$ cat src/rtl/rpel_pkg.sv
package rpel_pkg;
  localparam int DATA_W = 32;
  localparam int RID_W  = 16;
  localparam int NCAT   = 2;   // 0 correctable, 1 uncorrectable

  typedef enum logic [1:0] {
    SEV_COR      = 2'd0,
    SEV_NONFATAL = 2'd1,
    SEV_FATAL    = 2'd2,
    SEV_FATAL_X  = 2'd3
  } sev_e;

  // status bit positions
  localparam int ST_CF  = 0;
  localparam int ST_CN  = 1;
  localparam int ST_UF  = 2;
  localparam int ST_UN  = 3;
  localparam int ST_NF  = 5;
  localparam int ST_FAT = 6;
  localparam int MSGN_LSB = 27;
  localparam int MSGN_W   = 5;
endpackage

$ cat src/rtl/rpel_cat.sv
module rpel_cat #(
  parameter int RID_W = 16
) (
  input  logic             clk,
  input  logic             rst,
  input  logic             hit,
  input  logic [RID_W-1:0] rid,
  input  logic             clr_first,
  input  logic             clr_next,
  output logic             first_n,
  output logic             next_n,
  output logic             first_q,
  output logic             next_q,
  output logic [RID_W-1:0] id_q
);
  logic kept_first;
  logic take_id;

  // a first flag cleared on this edge no longer counts as set
  assign kept_first = first_q & ~clr_first;
  assign take_id    = hit & ~kept_first;
  assign first_n    = kept_first | hit;
  assign next_n     = (next_q & ~clr_next) | (hit & kept_first);

  always_ff @(posedge clk) begin
    if (rst) begin
      first_q <= 1'b0;
      next_q  <= 1'b0;
      id_q    <= '0;
    end else begin
      first_q <= first_n;
      next_q  <= next_n;
      if (take_id) id_q <= rid;
    end
  end
endmodule

$ cat src/rtl/rpel_rdmux.sv
module rpel_rdmux #(
  parameter int          ADDR_W   = 12,
  parameter int          DATA_W   = 32,
  parameter [ADDR_W-1:0] CTRL_OFS = 12'h174,
  parameter [ADDR_W-1:0] STS_OFS  = 12'h178,
  parameter [ADDR_W-1:0] SID_OFS  = 12'h17C
) (
  input  logic              clk,
  input  logic              rst,
  input  logic              rd,
  input  logic [ADDR_W-1:0] addr,
  input  logic [DATA_W-1:0] ctrl_word,
  input  logic [DATA_W-1:0] sts_word,
  input  logic [DATA_W-1:0] sid_word,
  output logic [DATA_W-1:0] rdata
);
  logic [DATA_W-1:0] sel;

  always_comb begin
    sel = '0;
    if (addr == CTRL_OFS)     sel = ctrl_word;
    else if (addr == STS_OFS) sel = sts_word;
    else if (addr == SID_OFS) sel = sid_word;
  end

  always_ff @(posedge clk) begin
    if (rst)     rdata <= '0;
    else if (rd) rdata <= sel;
    else         rdata <= '0;
  end
endmodule

$ cat src/rtl/rp_err_logger.sv
module rp_err_logger
  import rpel_pkg::*;
#(
  parameter int          ADDR_W   = 12,
  parameter [ADDR_W-1:0] CTRL_OFS = 12'h174,
  parameter [ADDR_W-1:0] STS_OFS  = 12'h178,
  parameter [ADDR_W-1:0] SID_OFS  = 12'h17C
) (
  input  logic              clk,
  input  logic              rst,
  input  logic              evt_valid,
  input  logic [1:0]        evt_sev,
  input  logic [15:0]       evt_rid,
  input  logic              msg_pair,
  input  logic              reg_wr,
  input  logic              reg_rd,
  input  logic [ADDR_W-1:0] reg_addr,
  input  logic [31:0]       reg_wdata,
  output logic [31:0]       reg_rdata,
  output logic              irq
);
  localparam int NEN = 3;

  logic              ctrl_wr, sts_wr;
  logic [DATA_W-1:0] clr;
  logic [NCAT-1:0]   hit, first_n, next_n, first_q, next_q;
  logic [RID_W-1:0]  id_q [NCAT];
  logic              is_fatal, is_nonfatal;
  logic              nf_n, fat_n, nf_q, fat_q;
  logic [NEN-1:0]    en_n, en_q;
  logic [DATA_W-1:0] ctrl_word, sts_word, sid_word;
  logic [MSGN_W-1:0] msg_num;

  assign ctrl_wr = reg_wr && (reg_addr == CTRL_OFS);
  assign sts_wr  = reg_wr && (reg_addr == STS_OFS);
  assign clr     = sts_wr ? reg_wdata : '0;

  assign is_fatal    = evt_valid && evt_sev[1];
  assign is_nonfatal = evt_valid && (evt_sev == SEV_NONFATAL);
  assign hit[0]      = evt_valid && (evt_sev == SEV_COR);
  assign hit[1]      = is_fatal || is_nonfatal;

  for (genvar k = 0; k < NCAT; k++) begin : g_cat
    rpel_cat #(.RID_W(RID_W)) u_cat (
      .clk       (clk),
      .rst       (rst),
      .hit       (hit[k]),
      .rid       (evt_rid),
      .clr_first (clr[2*k]),
      .clr_next  (clr[2*k+1]),
      .first_n   (first_n[k]),
      .next_n    (next_n[k]),
      .first_q   (first_q[k]),
      .next_q    (next_q[k]),
      .id_q      (id_q[k])
    );
  end

  // nonfatal-first marker follows the uncorrectable first-error decision
  assign nf_n  = (nf_q & ~clr[ST_NF]) |
                 (is_nonfatal & ~(first_q[1] & ~clr[ST_UF]));
  assign fat_n = (fat_q & ~clr[ST_FAT]) | is_fatal;
  assign en_n  = ctrl_wr ? reg_wdata[NEN-1:0] : en_q;

  always_ff @(posedge clk) begin
    if (rst) begin
      nf_q  <= 1'b0;
      fat_q <= 1'b0;
      en_q  <= '0;
      irq   <= 1'b0;
    end else begin
      nf_q  <= nf_nx(nf_n);
      fat_q <= fat_n;
      en_q  <= en_n;
      irq   <= |(en_n & {fat_n, nf_n, first_n[0]});
    end
  end

  function automatic logic nf_nx(input logic v);
    return v;
  endfunction

  assign msg_num   = msg_pair ? MSGN_W'(1) : '0;
  assign ctrl_word = {{(DATA_W-NEN){1'b0}}, en_q};
  assign sts_word  = {msg_num, 20'd0, fat_q, nf_q, 1'b0,
                      next_q[1], first_q[1], next_q[0], first_q[0]};
  assign sid_word  = {id_q[1], id_q[0]};

  rpel_rdmux #(
    .ADDR_W  (ADDR_W),
    .DATA_W  (DATA_W),
    .CTRL_OFS(CTRL_OFS),
    .STS_OFS (STS_OFS),
    .SID_OFS (SID_OFS)
  ) u_rdmux (
    .clk      (clk),
    .rst      (rst),
    .rd       (reg_rd),
    .addr     (reg_addr),
    .ctrl_word(ctrl_word),
    .sts_word (sts_word),
    .sid_word (sid_word),
    .rdata    (reg_rdata)
  );
endmodule

$ cat config.mk
export PLATFORM = sky130hd
export DESIGN_NAME = rp_err_logger
export DESIGN_NICKNAME = d
export VERILOG_FILES = /design/src/rtl/rpel_pkg.sv /design/src/rtl/rpel_cat.sv /design/src/rtl/rpel_rdmux.sv /design/src/rtl/rp_err_logger.sv
export SDC_FILE = /design/constraint.sdc
export NUM_CORES = 1
export LEC_CHECK = 0
export BUFFER_PORTS_ARGS = -buffer_cell sky130_fd_sc_hd__buf_2
export CORE_MARGIN = 2
export CORE_UTILIZATION = 43
export DETAILED_ROUTE_END_ITERATION = 12
export PLACE_DENSITY_LB_ADDON = 0.12
export RECOVER_POWER = 25
export SLEW_MARGIN = 20
export SYNTH_ARGS = -nofsm -noshare
export SYNTH_HDL_FRONTEND = slang
export SYNTH_SLANG_ARGS = --single-unit
$ cat constraint.sdc
create_clock -name clk -period 1.35 [get_ports clk]
set_input_delay 0.0675 -clock clk [delete_from_list [all_inputs] [get_ports clk]]
set_output_delay 0.0675 -clock clk [all_outputs]
set_load 0.005 [all_outputs]
Word level (Yosys, flattened, before mapping)
Cells that the tools add are included.
{"block": "op_classes", "reduce_logical": 11, "eq_ne": 4, "n_mux": 6, "bitwise_logic": 28}
{"cell": "two-way mux 32 bit", "n": 2}
{"cell": "== test 12 x 9 -> 1 bit, second input constant", "n": 3}
{"cell": "AND 1 bit", "n": 11}
{"cell": "NOT 1 bit", "n": 10}
{"cell": "two-way mux 7 bit", "n": 1}
{"cell": "two-way mux 3 bit", "n": 2}
{"cell": "bitwise OR 1 bit", "n": 6}
{"cell": "OR reduction 3 bit", "n": 2}
{"cell": "logical AND 1 bit", "n": 5}
{"cell": "OR reduction 5 bit", "n": 1}
{"cell": "AND 3 bit", "n": 1}
{"cell": "== test 2 x 1 -> 1 bit, second input constant", "n": 1}
{"cell": "zero test 2 bit", "n": 1}
{"cell": "OR reduction 2 bit", "n": 1}
{"cell": "logical OR 1 bit", "n": 1}
{"cell": "two-way mux 1 bit", "n": 1}
{"block": "word_totals", "elab_cells": 62, "register_bits": 74}

Longest topological paths before layout
Gate-level depths: netlist of run 1.
{"block": "depth", "word_depth": 10, "mapped_depth": 8, "mapped_depth_nobuf": 5}

Cells and area by module
From an unflattened synthesis of run 1, not the netlist that was laid out.
{"block": "hier_totals", "hier_cells": 381, "hier_area_um2": 3418.3}
{"mod": "rpel_cat", "area_each_um2": 817.0, "instances": 2, "cells_per_inst": 79}
{"mod": "rpel_rdmux", "area_each_um2": 1437.6, "instances": 1, "cells_per_inst": 184}
{"mod": "rp_err_logger", "area_each_um2": 346.6, "instances": 1, "cells_per_inst": 39}

Worst setup path after synthesis of run 1
No wires, ideal clock.
{"block": "synth_path", "path_kind": "input to register", "startpoint": "input port reg_addr[2]", "endpoint": "register g_cat[1].u_cat.id_q[10]", "t_arrival_ps": 1361, "n_path_buf": 2, "slack_ps": -139, "required_time_ps": 1222, "stages": 7, "setup_time_ps": 128, "cell_sequence": "buf_2 -> and4b_1 -> nand4_2 -> a21oi_4 -> buf_12 -> mux2i_1 -> nor2_1"}
{"block": "synth_via", "elab_chain_cells": 7}
{"item": "start: declaration", "line_no": "rp_err_logger.sv:17", "text": "input logic [ADDR_W-1:0] reg_addr,"}
{"item": "== test 12 x 9 -> 1 bit", "line_no": "rp_err_logger.sv:35", "text": "assign sts_wr = reg_wr && (reg_addr == STS_OFS);"}
{"item": "logical AND 1 bit", "line_no": "rp_err_logger.sv:35"}
{"item": "two-way mux 7 bit", "line_no": "rp_err_logger.sv:36", "text": "assign clr = sts_wr ? reg_wdata : '0;"}
{"item": "NOT 1 bit", "line_no": "rpel_cat.sv:20", "text": "assign kept_first = first_q & ~clr_first;"}
{"item": "AND 1 bit", "line_no": "rpel_cat.sv:20"}
{"item": "NOT 1 bit", "line_no": "rpel_cat.sv:21", "text": "assign take_id = hit & ~kept_first;"}
{"item": "AND 1 bit", "line_no": "rpel_cat.sv:21"}
{"item": "end signal: assignment", "line_no": "rpel_cat.sv:33", "text": "if (take_id) id_q <= rid;"}
{"item": "end: declaration", "line_no": "rpel_cat.sv:14", "text": "output logic [RID_W-1:0] id_q"}
No other way between the ends.
A chain may end at the register's enable or synchronous reset.

Worst setup path in the final report of run 1
{"block": "layout_path", "startpoint": "input port reg_addr[7]", "endpoint": "register irq"}
{"block": "layout_via", "elab_chain_cells": 10, "elab_cells_between_ends": 21, "cone_classes": "eq/ne (2); mux (2); bitwise (14); reduce/logical (3)"}
{"item": "== test 12 x 9 -> 1 bit", "line_no": "rp_err_logger.sv:35"}
{"item": "logical AND 1 bit", "line_no": "rp_err_logger.sv:35"}
{"item": "two-way mux 7 bit", "line_no": "rp_err_logger.sv:36"}
{"item": "NOT 1 bit", "line_no": "rp_err_logger.sv:61", "text": "(is_nonfatal & ~(first_q[1] & ~clr[ST_UF]));"}
{"item": "AND 1 bit", "line_no": "rp_err_logger.sv:61"}
{"item": "NOT 1 bit", "line_no": "rp_err_logger.sv:61"}
{"item": "AND 1 bit", "line_no": "rp_err_logger.sv:61"}
{"item": "bitwise OR 1 bit", "line_no": "rp_err_logger.sv:60", "text": "assign nf_n = (nf_q & ~clr[ST_NF]) |"}
{"item": "AND 3 bit *", "line_no": "rp_err_logger.sv:75", "text": "irq <= |(en_n & {fat_n, nf_n, first_n[0]});"}
{"item": "OR reduction 3 bit *", "line_no": "rp_err_logger.sv:75"}
{"item": "end signal: assignment", "line_no": "rp_err_logger.sv:75"}
{"item": "end: declaration", "line_no": "rp_err_logger.sv:20", "text": "output logic irq"}
Mark *: on every way between the ends. The rest lies on a longest branch, timed or not.

==> impl_metrics.env, run 1 <==
export IMPL_outcome="complete, but fails checks"
export IMPL_violations="negative setup slack"
export IMPL_cts_root_buffer="clkbuf_8"
export IMPL_slowest_delay_ns=0.41
export IMPL_setup_ws_ns=-0.02784
export IMPL_worst_slew_pin_slew_ns=0.4484
export IMPL_path_clk_slew_ns=0.08
export IMPL_slew_violations=0
export IMPL_crit_required_ns=1.56
export IMPL_boundaryPins=101
export IMPL_r2r_end="g_cat[0].u_cat.id_q[5]$_SDFFE_PP0P_"
export IMPL_crit_fanout=4
export IMPL_place_ws_ns=-0.3170
export IMPL_yosysTopAreaCellShare=0.5633
export IMPL_cts_buffers=9
export IMPL_placed_cell_area_sq_um=3196
export IMPL_grt_pass1_vias=1924
export IMPL_endpoint_kind="register"
export IMPL_ys_types=33
export IMPL_cp_slowest_cell="a221oi_2"
export IMPL_area_growth_pct=36.77
export IMPL_period_share=1.021
export IMPL_reg2reg_depth=4
export IMPL_total_power_mw=4.484
export IMPL_drtIter0Drc=92
export IMPL_wl_mm=5.538
export IMPL_rows=28
export IMPL_synth_commonest_cells="dfxtp_1, nor2_1, mux2i_1, and2_1, a21oi_1"
export IMPL_final_nets=429
export IMPL_powerDensity_nw_per_um2=1246
export IMPL_grt_ovfl_total=0
export IMPL_ys_async_sr_fraction=0
export IMPL_synth_area_leaders="dfxtp_1, mux2i_1, nor2_1"
export IMPL_post_drt_wl_per_cell_microns=12.56
export IMPL_crit_type="input pin to register"
export IMPL_rrSetupSlack_ns=0.20
export IMPL_crit_buf_inv=2
export IMPL_critPathTopFamily="compound AO/OA/AOI/OAI gates"
export IMPL_cap_violations=0
export IMPL_chipWidth_microns=82.21
export IMPL_synth_largest_area_cell="dfxtp_1"
export IMPL_clk_path_buf_depth=2
export IMPL_whs_path_depth=3
export IMPL_core_sq_um=5921
export IMPL_finClkSkew_ns=0.006998
export IMPL_dp_hpwl_mm=3.692
export IMPL_cts_tree="done"
export IMPL_cellInternalPower_mw=3.473
export IMPL_swShare=0.2253
export IMPL_clock_sinks=74
export IMPL_start_kind="input pin"
export IMPL_ys_seq_area_frac=0.5633
export IMPL_synth_ff_type="dfxtp_1"
export IMPL_seqPwrFrac=0.505
export IMPL_fin_area_sq_um=3597
export IMPL_synth_edff_count=0
export IMPL_finalCriticalPeriod_ns=1.378
export IMPL_clk_latency_ns=0.34
export IMPL_layout_drive_gt1_share=0.2760
export IMPL_io_buffers=74
export IMPL_ys_ff_latch=74
export IMPL_utilization=0.6076
export IMPL_syn_nets=315
export IMPL_ir_worst_vdd_mv=0.7583
export IMPL_postRouteAntennaNets=0
export IMPL_firstDrtPassIters=4
export IMPL_antennaDiodeCount=0
export IMPL_finalSetupViolations=1
export IMPL_routed_via_count=2047
export IMPL_track_usage=0.1749
export IMPL_htree_levels=3
export IMPL_crit_arrival_ns=1.59
export IMPL_netlist_area_sq_um=2630
export IMPL_grt_pass1_wl_mm=8.804
export IMPL_grt_max_degree=43
export IMPL_syn_instance_count=247
export IMPL_via_per_inst=4.642
export IMPL_path_cells="buf_2 > nor4b_4 > buf_4 > nand4_1 > a221oi_2 > o22a_1 > a21oi_1"
export IMPL_start_util=0.4442
export IMPL_power_switching_mw=1.010
export IMPL_clkPwrFrac=0.415
export IMPL_antenna_found_initial=0
export IMPL_cp_startpoint="reg_addr[7]"
export IMPL_die_h_microns=82.21
export IMPL_cp_depth=7
export IMPL_avgSynthCellArea_sq_um=10.65
export IMPL_leakagePower_nw=1.615
export IMPL_rsz0062_at_grt="true"
export IMPL_placedCellCount=404
export IMPL_yosys_warnings=0
export IMPL_hold_path_class="input pin to register"
export IMPL_fin_tns_setup_ns=-0.02784
export IMPL_hold_violations=0
export IMPL_r2r_start="g_cat[0].u_cat.first_q$_SDFF_PP0_"
export IMPL_worstSetupEndpoint="irq$_SDFF_PP0_"
export IMPL_max_freq_mhz=725.8
export IMPL_yosysMostFrequentCell="dfxtp_1"
export IMPL_drc=0
export IMPL_power_share_combinational=0.080
export IMPL_final_cell_count_no_fill=441
export IMPL_die_area_sq_um=6758
export IMPL_gp_congestion=0.8009
export IMPL_holdWs_ns=0.03358
export IMPL_slew_headroom=0.7011
==> what timing repair did <==
action	in CTS	in global routing
hold buffers	17	0
setup endpoints to repair	0	17
buffers inserted	0	4
endpoints found under the hold margin	32	0
gates resized for setup	0	2
==> cell usage in the layout, fill, tap and decap left out, types with 4 or more instances in the layout <==
cell / count
buf_4: 21
dlygate4sd3_1: 17
clkbuf_8: 9
inv_1: 4
clkbuf_1: 20
and2_1: 25
dfxtp_1: 74
buf_2: 54
mux2i_1: 42
nor2_1: 51
a21oi_1: 8
==> flip-flops by register name, summed over array words and instances, names as in the netlist <==
name                 cells
g_cat.u_cat.id_q        32
u_rdmux.rdata           32
en_q                     3
fat_q                    1
g_cat.u_cat.next_q       2
nf_q                     1
irq                      1
g_cat.u_cat.first_q      2
==> worst register-to-register path, cell delays in order, from the launching register on <==
cell      delay, ns
dfxtp_1        0.35
a21boi_2       0.21
buf_4          0.21
mux2i_1        0.21
nor2_1         0.05
==> power by group through the flow <==
| stage | combinational, mW | sequential [mW] | clock [mW] |
|---|---|---|---|
| after floorplan | 0.190 | 2.31 | 0 |
| after global placement | 0.309 | 2.32 | 0 |
| after detailed placement | 0.312 | 2.32 | 0 |
| after CTS | 0.353 | 2.27 | 1.91 |
| after global routing | 0.392 | 2.27 | 2.02 |
| final | 0.358 | 2.27 | 1.86 |
==> metal layers <==
| layer | part of all wire | vias up | global-route usage |
|---|---|---|---|
| met4 | 0.014 | 0 | 0.08500 |
| met3 | 0.037 | 7 | 0.04565 |
| met5 | 0 | - | 0 |
| li1 | - | 1047 | - |
| met2 | 0.48 | 47 | 0.2653 |
| met1 | 0.47 | 946 | 0.2306 |
==> area by class of cell <==
| type | count | area (sq um) |
|---|---|---|
| clock buffer | 9 | 123.9 |
| clock inverter | 7 | 92.59 |
| fill | 560 | 2323 |
| inverter | 4 | 15.01 |
| multi-input combinational | 157 | 1066 |
| sequential | 74 | 1481 |
| tap | 75 | 93.84 |
| timing repair buffer | 115 | 724.4 |
==> logic make-up after synthesis <==
logic type	after synthesis	synth area share
and+or+nand+nor	98	0.1979
DFF	74	0.5633
muxes	42	0.1598
AOI/OAI and AO/OA	17	0.04378
buffers and inverters	16	0.03520
==> worst min-delay path by stage <==
stage / start / endpoint / slack (ns)
floorplan: msg_pair / u_rdmux.rdata[27]$_SDFF_PP0_ / 0.21
global placement: msg_pair / u_rdmux.rdata[27]$_SDFF_PP0_ / 0.31
detailed placement: msg_pair / u_rdmux.rdata[27]$_SDFF_PP0_ / 0.32
CTS: reg_wdata[2] / en_q[2]$_SDFF_PP0_ / 0.007
global route: reg_wdata[2] / en_q[2]$_SDFF_PP0_ / 0.03
finish: reg_wdata[2] / en_q[2]$_SDFF_PP0_ / 0.03
Power figures use the tool's default switching activity.
==> inputs of run 2 (changes only) <==
Settings changed: CORE_UTILIZATION 43 to 48.
Clock period 1.35 ns to 1.5 ns, I/O delays scaled along.
==> impl_metrics.env, run 2 (synthesized netlist as in run 1, its figures left out) <==
export IMPL_grt_pass1_wl_mm=8.687
export IMPL_max_freq_mhz=765.8
export IMPL_finalCriticalPeriod_ns=1.306
export IMPL_outcome="complete, no violations"
export IMPL_post_drt_wl_per_cell_microns=12.04
export IMPL_die_h_microns=78.02
export IMPL_path_cells="buf_2 > nor4b_4 > nand4_1 > a221oi_1 > o22a_1 > a21oi_1"
export IMPL_nFillCells=431
export IMPL_fin_area_sq_um=3440
export IMPL_period_share=0.8705
export IMPL_fin_tns_setup_ns=0
export IMPL_layout_commonest_cell="dfxtp_1"
export IMPL_antenna_found_initial=0
export IMPL_start_util=0.5053
export IMPL_utilization=0.6608
export IMPL_swShare=0.2311
export IMPL_dp_hpwl_mm=3.571
export IMPL_clkPwrFrac=0.347
export IMPL_slew_headroom=0.7181
export IMPL_drtIter0Drc=75
export IMPL_postRouteAntennaNets=0
export IMPL_path_clk_slew_ns=0.08
export IMPL_htree_levels=3
export IMPL_drc=0
export IMPL_layout_drive_gt1_share=0.2797
export IMPL_gp_congestion=0.7870
export IMPL_grt_pass1_vias=1884
export IMPL_cp_slowest_cell="a221oi_1"
export IMPL_seqPwrFrac=0.568
export IMPL_hold_violations=0
export IMPL_firstDrtPassIters=4
export IMPL_ir_worst_vdd_mv=0.6866
export IMPL_powerDensity_nw_per_um2=1044
export IMPL_crit_buf_inv=1
export IMPL_boundaryPins=101
export IMPL_holdWs_ns=0.01185
export IMPL_finClkSkew_ns=0.009973
export IMPL_crit_type="input pin to register"
export IMPL_final_cell_mix="dfxtp_1, buf_2, nor2_1"
export IMPL_grt_max_degree=43
export IMPL_worst_slew_pin_slew_ns=0.4228
export IMPL_power_share_combinational=0.085
export IMPL_wl_mm=5.103
export IMPL_critPathTopFamily="compound AO/OA/AOI/OAI gates"
export IMPL_crit_arrival_ns=1.52
export IMPL_hold_path_class="input pin to register"
export IMPL_area_growth_pct=30.78
export IMPL_clock_sinks=74
export IMPL_antennaDiodeCount=0
export IMPL_power_switching_mw=0.8300
export IMPL_clk_path_buf_depth=2
export IMPL_total_power_mw=3.592
export IMPL_cellInternalPower_mw=2.762
export IMPL_rsz0062_at_grt="false"
export IMPL_cap_violations=0
export IMPL_die_area_sq_um=6087
export IMPL_crit_required_ns=1.72
export IMPL_final_nets=419
export IMPL_slew_violations=0
export IMPL_track_usage=0.1858
export IMPL_via_per_inst=4.722
export IMPL_finalSetupViolations=0
export IMPL_cts_setup_buffers=0
export IMPL_chipWidth_microns=78.02
export IMPL_cts_tree="done"
export IMPL_grt_ovfl_total=0
export IMPL_leakagePower_nw=1.582
export IMPL_crit_fanout=5
export IMPL_start_kind="input pin"
export IMPL_clk_latency_ns=0.34
export IMPL_routed_via_count=2002
export IMPL_cts_root_buffer="clkbuf_8"
export IMPL_cts_buffers=9
export IMPL_io_buffers=74
export IMPL_rows=26
export IMPL_placed_cell_area_sq_um=3139
export IMPL_top_regs="g_cat.u_cat.id_q (32), u_rdmux.rdata (32), en_q (3)"
export IMPL_core_sq_um=5205
export IMPL_slowest_delay_ns=0.42
export IMPL_endpoint_kind="register"
[run 2: cell count changes in the layout (fill, tap and decap cells not counted), moves of 2 or more]
cell and change:
buf_4 -7, buf_2 +12, clkbuf_1 -10, bufinv_16 -2
[run 2: path summary, 6_finish.rpt]
kind	slack, ns	from	cells past startpoint	end
max reg2reg	0.34	fat_q$_SDFF_PP0_	4	irq$_SDFF_PP0_
min reg2reg	0.45	g_cat[1].u_cat.id_q[10]$_SDFFE_PP0P_	1	u_rdmux.rdata[26]$_SDFF_PP0_
min	0.01	evt_rid[13]	3	g_cat[1].u_cat.id_q[13]$_SDFFE_PP0P_
max	0.19	reg_addr[7]	6	irq$_SDFF_PP0_
[run 2: area by class of cell]
| cell class | count | area (sq um) | share of cell area |
|---|---|---|---|
| clock buffers | 11 | 131.4 | 0.03820 |
| clock inverters | 3 | 18.77 | 0.005457 |
| inverters | 4 | 15.01 | 0.004365 |
| multi-input cells | 157 | 1060 | 0.3081 |
| flip-flops and latches | 74 | 1481 | 0.4307 |
| well taps | 70 | 87.58 | 0.02546 |
| repair buffers | 105 | 645.6 | 0.1877 |
[run 2: power groups by stage]
stage | clock [mW] | sequential (mW) | combinational (mW)
detailed placement | 0 | 2.08 | 0.274
global placement | 0 | 2.08 | 0.271
finish | 1.25 | 2.04 | 0.305
CTS | 1.28 | 2.04 | 0.308
global route | 1.39 | 2.05 | 0.336
floorplan | 0 | 2.08 | 0.168
[run 2: stage by stage]
stage          worst slack, ns  instances
2_1_floorplan         0.003735        247
3_3_place_gp          -0.09675        394
3_5_place_dp           -0.1745        394
4_1_cts                 0.1999        424
5_1_grt                0.05680        424
6_report                0.1943        424
[run 2: per-layer routing]
| metal | routed length (microns) | share of wire | GRT usage | vias to the layer above |
|---|---|---|---|---|
| met3 | 238 | 0.047 | 0.05057 | 8 |
| met1 | 2391 | 0.47 | 0.2342 | 913 |
| met4 | 77 | 0.015 | 0.1035 | 0 |
| met2 | 2395 | 0.47 | 0.2888 | 54 |
| li1 | - | - | - | 1027 |
| met5 | 0 | 0 | 0 | - |
[run 2: tightest hold or removal path, delay by kind of cell]
family | cells | cell delay (ns)
AND/OR/NAND/NOR | 1 | 0.08
buffers and inverters | 1 | 0.10
multiplexers | 1 | 0.06
[run 2: timing repair]
| item | CTS | global route |
|---|---|---|
| gates resized for setup | 0 | 0 |
| hold endpoints to repair | 26 | 0 |
| hold buffers | 16 | 0 |
==> inputs of run 3 (changes only) <==
Settings changed: CORE_ASPECT_RATIO set to 0.7.
==> impl_metrics.env, run 3 (synthesized netlist as in run 1, its figures left out) <==
export IMPL_hold_path_class="input pin to register"
export IMPL_placedCellCount=400
export IMPL_whs_path_depth=3
export IMPL_hold_violations=0
export IMPL_cp_slowest_cell="a221oi_1"
export IMPL_start_util=0.5002
export IMPL_final_cell_mix="dfxtp_1, buf_2, nor2_1"
export IMPL_cts_tree="done"
export IMPL_grt_max_degree=43
export IMPL_layout_drive_gt1_share=0.3008
export IMPL_period_share=0.8887
export IMPL_antenna_found_initial=0
export IMPL_antennaDiodeCount=0
export IMPL_crit_required_ns=1.71
export IMPL_rsz0062_at_grt="false"
export IMPL_via_per_inst=4.615
export IMPL_clk_latency_ns=0.35
export IMPL_wl_mm=5.330
export IMPL_outcome="complete, no violations"
export IMPL_path_clk_slew_ns=0.07
export IMPL_grt_pass1_vias=1871
export IMPL_layout_commonest_cell="dfxtp_1"
export IMPL_boundaryPins=101
export IMPL_finClkSkew_ns=0.008382
export IMPL_postRouteAntennaNets=0
export IMPL_chipWidth_microns=92.47
export IMPL_io_buffers=74
export IMPL_routed_via_count=1989
export IMPL_reg2reg_depth=4
export IMPL_grt_pass1_wl_mm=8.707
export IMPL_cp_depth=6
export IMPL_top_regs="g_cat.u_cat.id_q (32), u_rdmux.rdata (32), en_q (3)"
export IMPL_final_seq_area_sq_um=1481
export IMPL_rows=22
export IMPL_nFillCells=433
export IMPL_powerDensity_nw_per_um2=1077
export IMPL_crit_buf_inv=1
export IMPL_critPathTopFamily="compound AO/OA/AOI/OAI gates"
export IMPL_worst_slew_pin_slew_ns=0.4481
export IMPL_drc=0
export IMPL_track_usage=0.1921
export IMPL_finalCriticalPeriod_ns=1.333
export IMPL_grt_ovfl_total=0
export IMPL_final_nets=423
export IMPL_dp_hpwl_mm=3.652
export IMPL_endpoint_kind="register"
export IMPL_core_sq_um=5258
export IMPL_path_cells="buf_2 > nor4b_4 > nand4_1 > a221oi_1 > o22a_1 > a21oi_1"
export IMPL_leakagePower_nw=1.632
export IMPL_crit_arrival_ns=1.55
export IMPL_clk_path_buf_depth=2
export IMPL_crit_fanout=4
export IMPL_slowest_delay_ns=0.48
export IMPL_htree_levels=3
export IMPL_max_freq_mhz=750.2
export IMPL_slew_headroom=0.7013
export IMPL_slew_violations=0
export IMPL_gp_congestion=0.8003
export IMPL_fin_tns_setup_ns=0
export IMPL_holdWs_ns=0.006065
export IMPL_post_drt_wl_per_cell_microns=12.37
export IMPL_multi_input_area_sq_um=1060
export IMPL_area_growth_pct=34.40
export IMPL_cts_root_buffer="clkbuf_8"
export IMPL_ir_worst_vdd_mv=0.7699
export IMPL_firstDrtPassIters=4
export IMPL_finalSetupViolations=0
export IMPL_crit_type="input pin to register"
export IMPL_die_h_microns=65.93
export IMPL_final_cell_count_no_fill=431
export IMPL_cap_violations=0
export IMPL_drtIter0Drc=91
export IMPL_start_kind="input pin"
export IMPL_clock_sinks=74
export IMPL_die_area_sq_um=6097
export IMPL_cts_buffers=9
run 3: changes by cell type in the layout (fill, tap and decap cells not counted):
cell	before	now
clkbuf_1	10	6
buf_2	66	69
buf_12	1	3
buf_4	14	16
bufinv_16	0	1
clkinvlp_4	0	1
run 3: layout make-up:
cell class / instances / share of cell area
Sequential cell: 74 / 0.4191
Timing Repair Buffer: 109 / 0.1993
Inverter: 4 / 0.004248
Clock inverter: 5 / 0.01593
Clock buffer: 10 / 0.03611
Tap cell: 72 / 0.02549
Multi-Input combinational cell: 157 / 0.2998
run 3: tightest hold or removal path: stages:
cell,delay (ns)
buf_2,0.10
mux2i_1,0.07
nor2_1,0.07
run 3: through the flow:
stage	power, mW	worst slack (ns)	utilization	area, sq um
final	3.808	0.1669	0.6723	3535
after floorplan	2.244	0.003735	-	2630
after detailed placement	2.370	-0.1898	0.6080	3197
after global routing	3.975	0.06598	0.6723	3535
after global placement	2.364	-0.2046	0.6080	3197
after CTS	3.848	0.1705	0.6735	3541
run 3: worst paths after layout:
check	start	to	slack (ns)
worst max-delay path	reg_addr[7]	irq$_SDFF_PP0_	0.17
worst min-delay path	evt_rid[1]	g_cat[1].u_cat.id_q[1]$_SDFFE_PP0P_	0.006
worst max register to register	fat_q$_SDFF_PP0_	irq$_SDFF_PP0_	0.25
worst min register to register	g_cat[0].u_cat.id_q[8]$_SDFFE_PP0P_	u_rdmux.rdata[8]$_SDFF_PP0_	0.46
run 3: metal layers:
| metal | vias up | global-route usage | part of all wire |
|---|---|---|---|
| met5 | - | 0 | 0 |
| met4 | 0 | 0.1007 | 0.020 |
| met3 | 10 | 0.05473 | 0.059 |
| met2 | 52 | 0.2856 | 0.41 |
| met1 | 885 | 0.2552 | 0.51 |
| li1 | 1042 | - | - |
run 3: where the power goes:
part / switching, mW / total [mW] / internal, mW
Clock: 0.696 / 1.45 / 0.756
Combinational: 0.140 / 0.316 / 0.175
Sequential: 0.0268 / 2.04 / 2.01
Total: 0.864 / 3.81 / 2.94
run 3: what timing repair did:
action	in CTS	in global routing
hold buffers	16	0
endpoints found under the hold margin	29	0
setup buffers	0	0
resized for setup	0	0
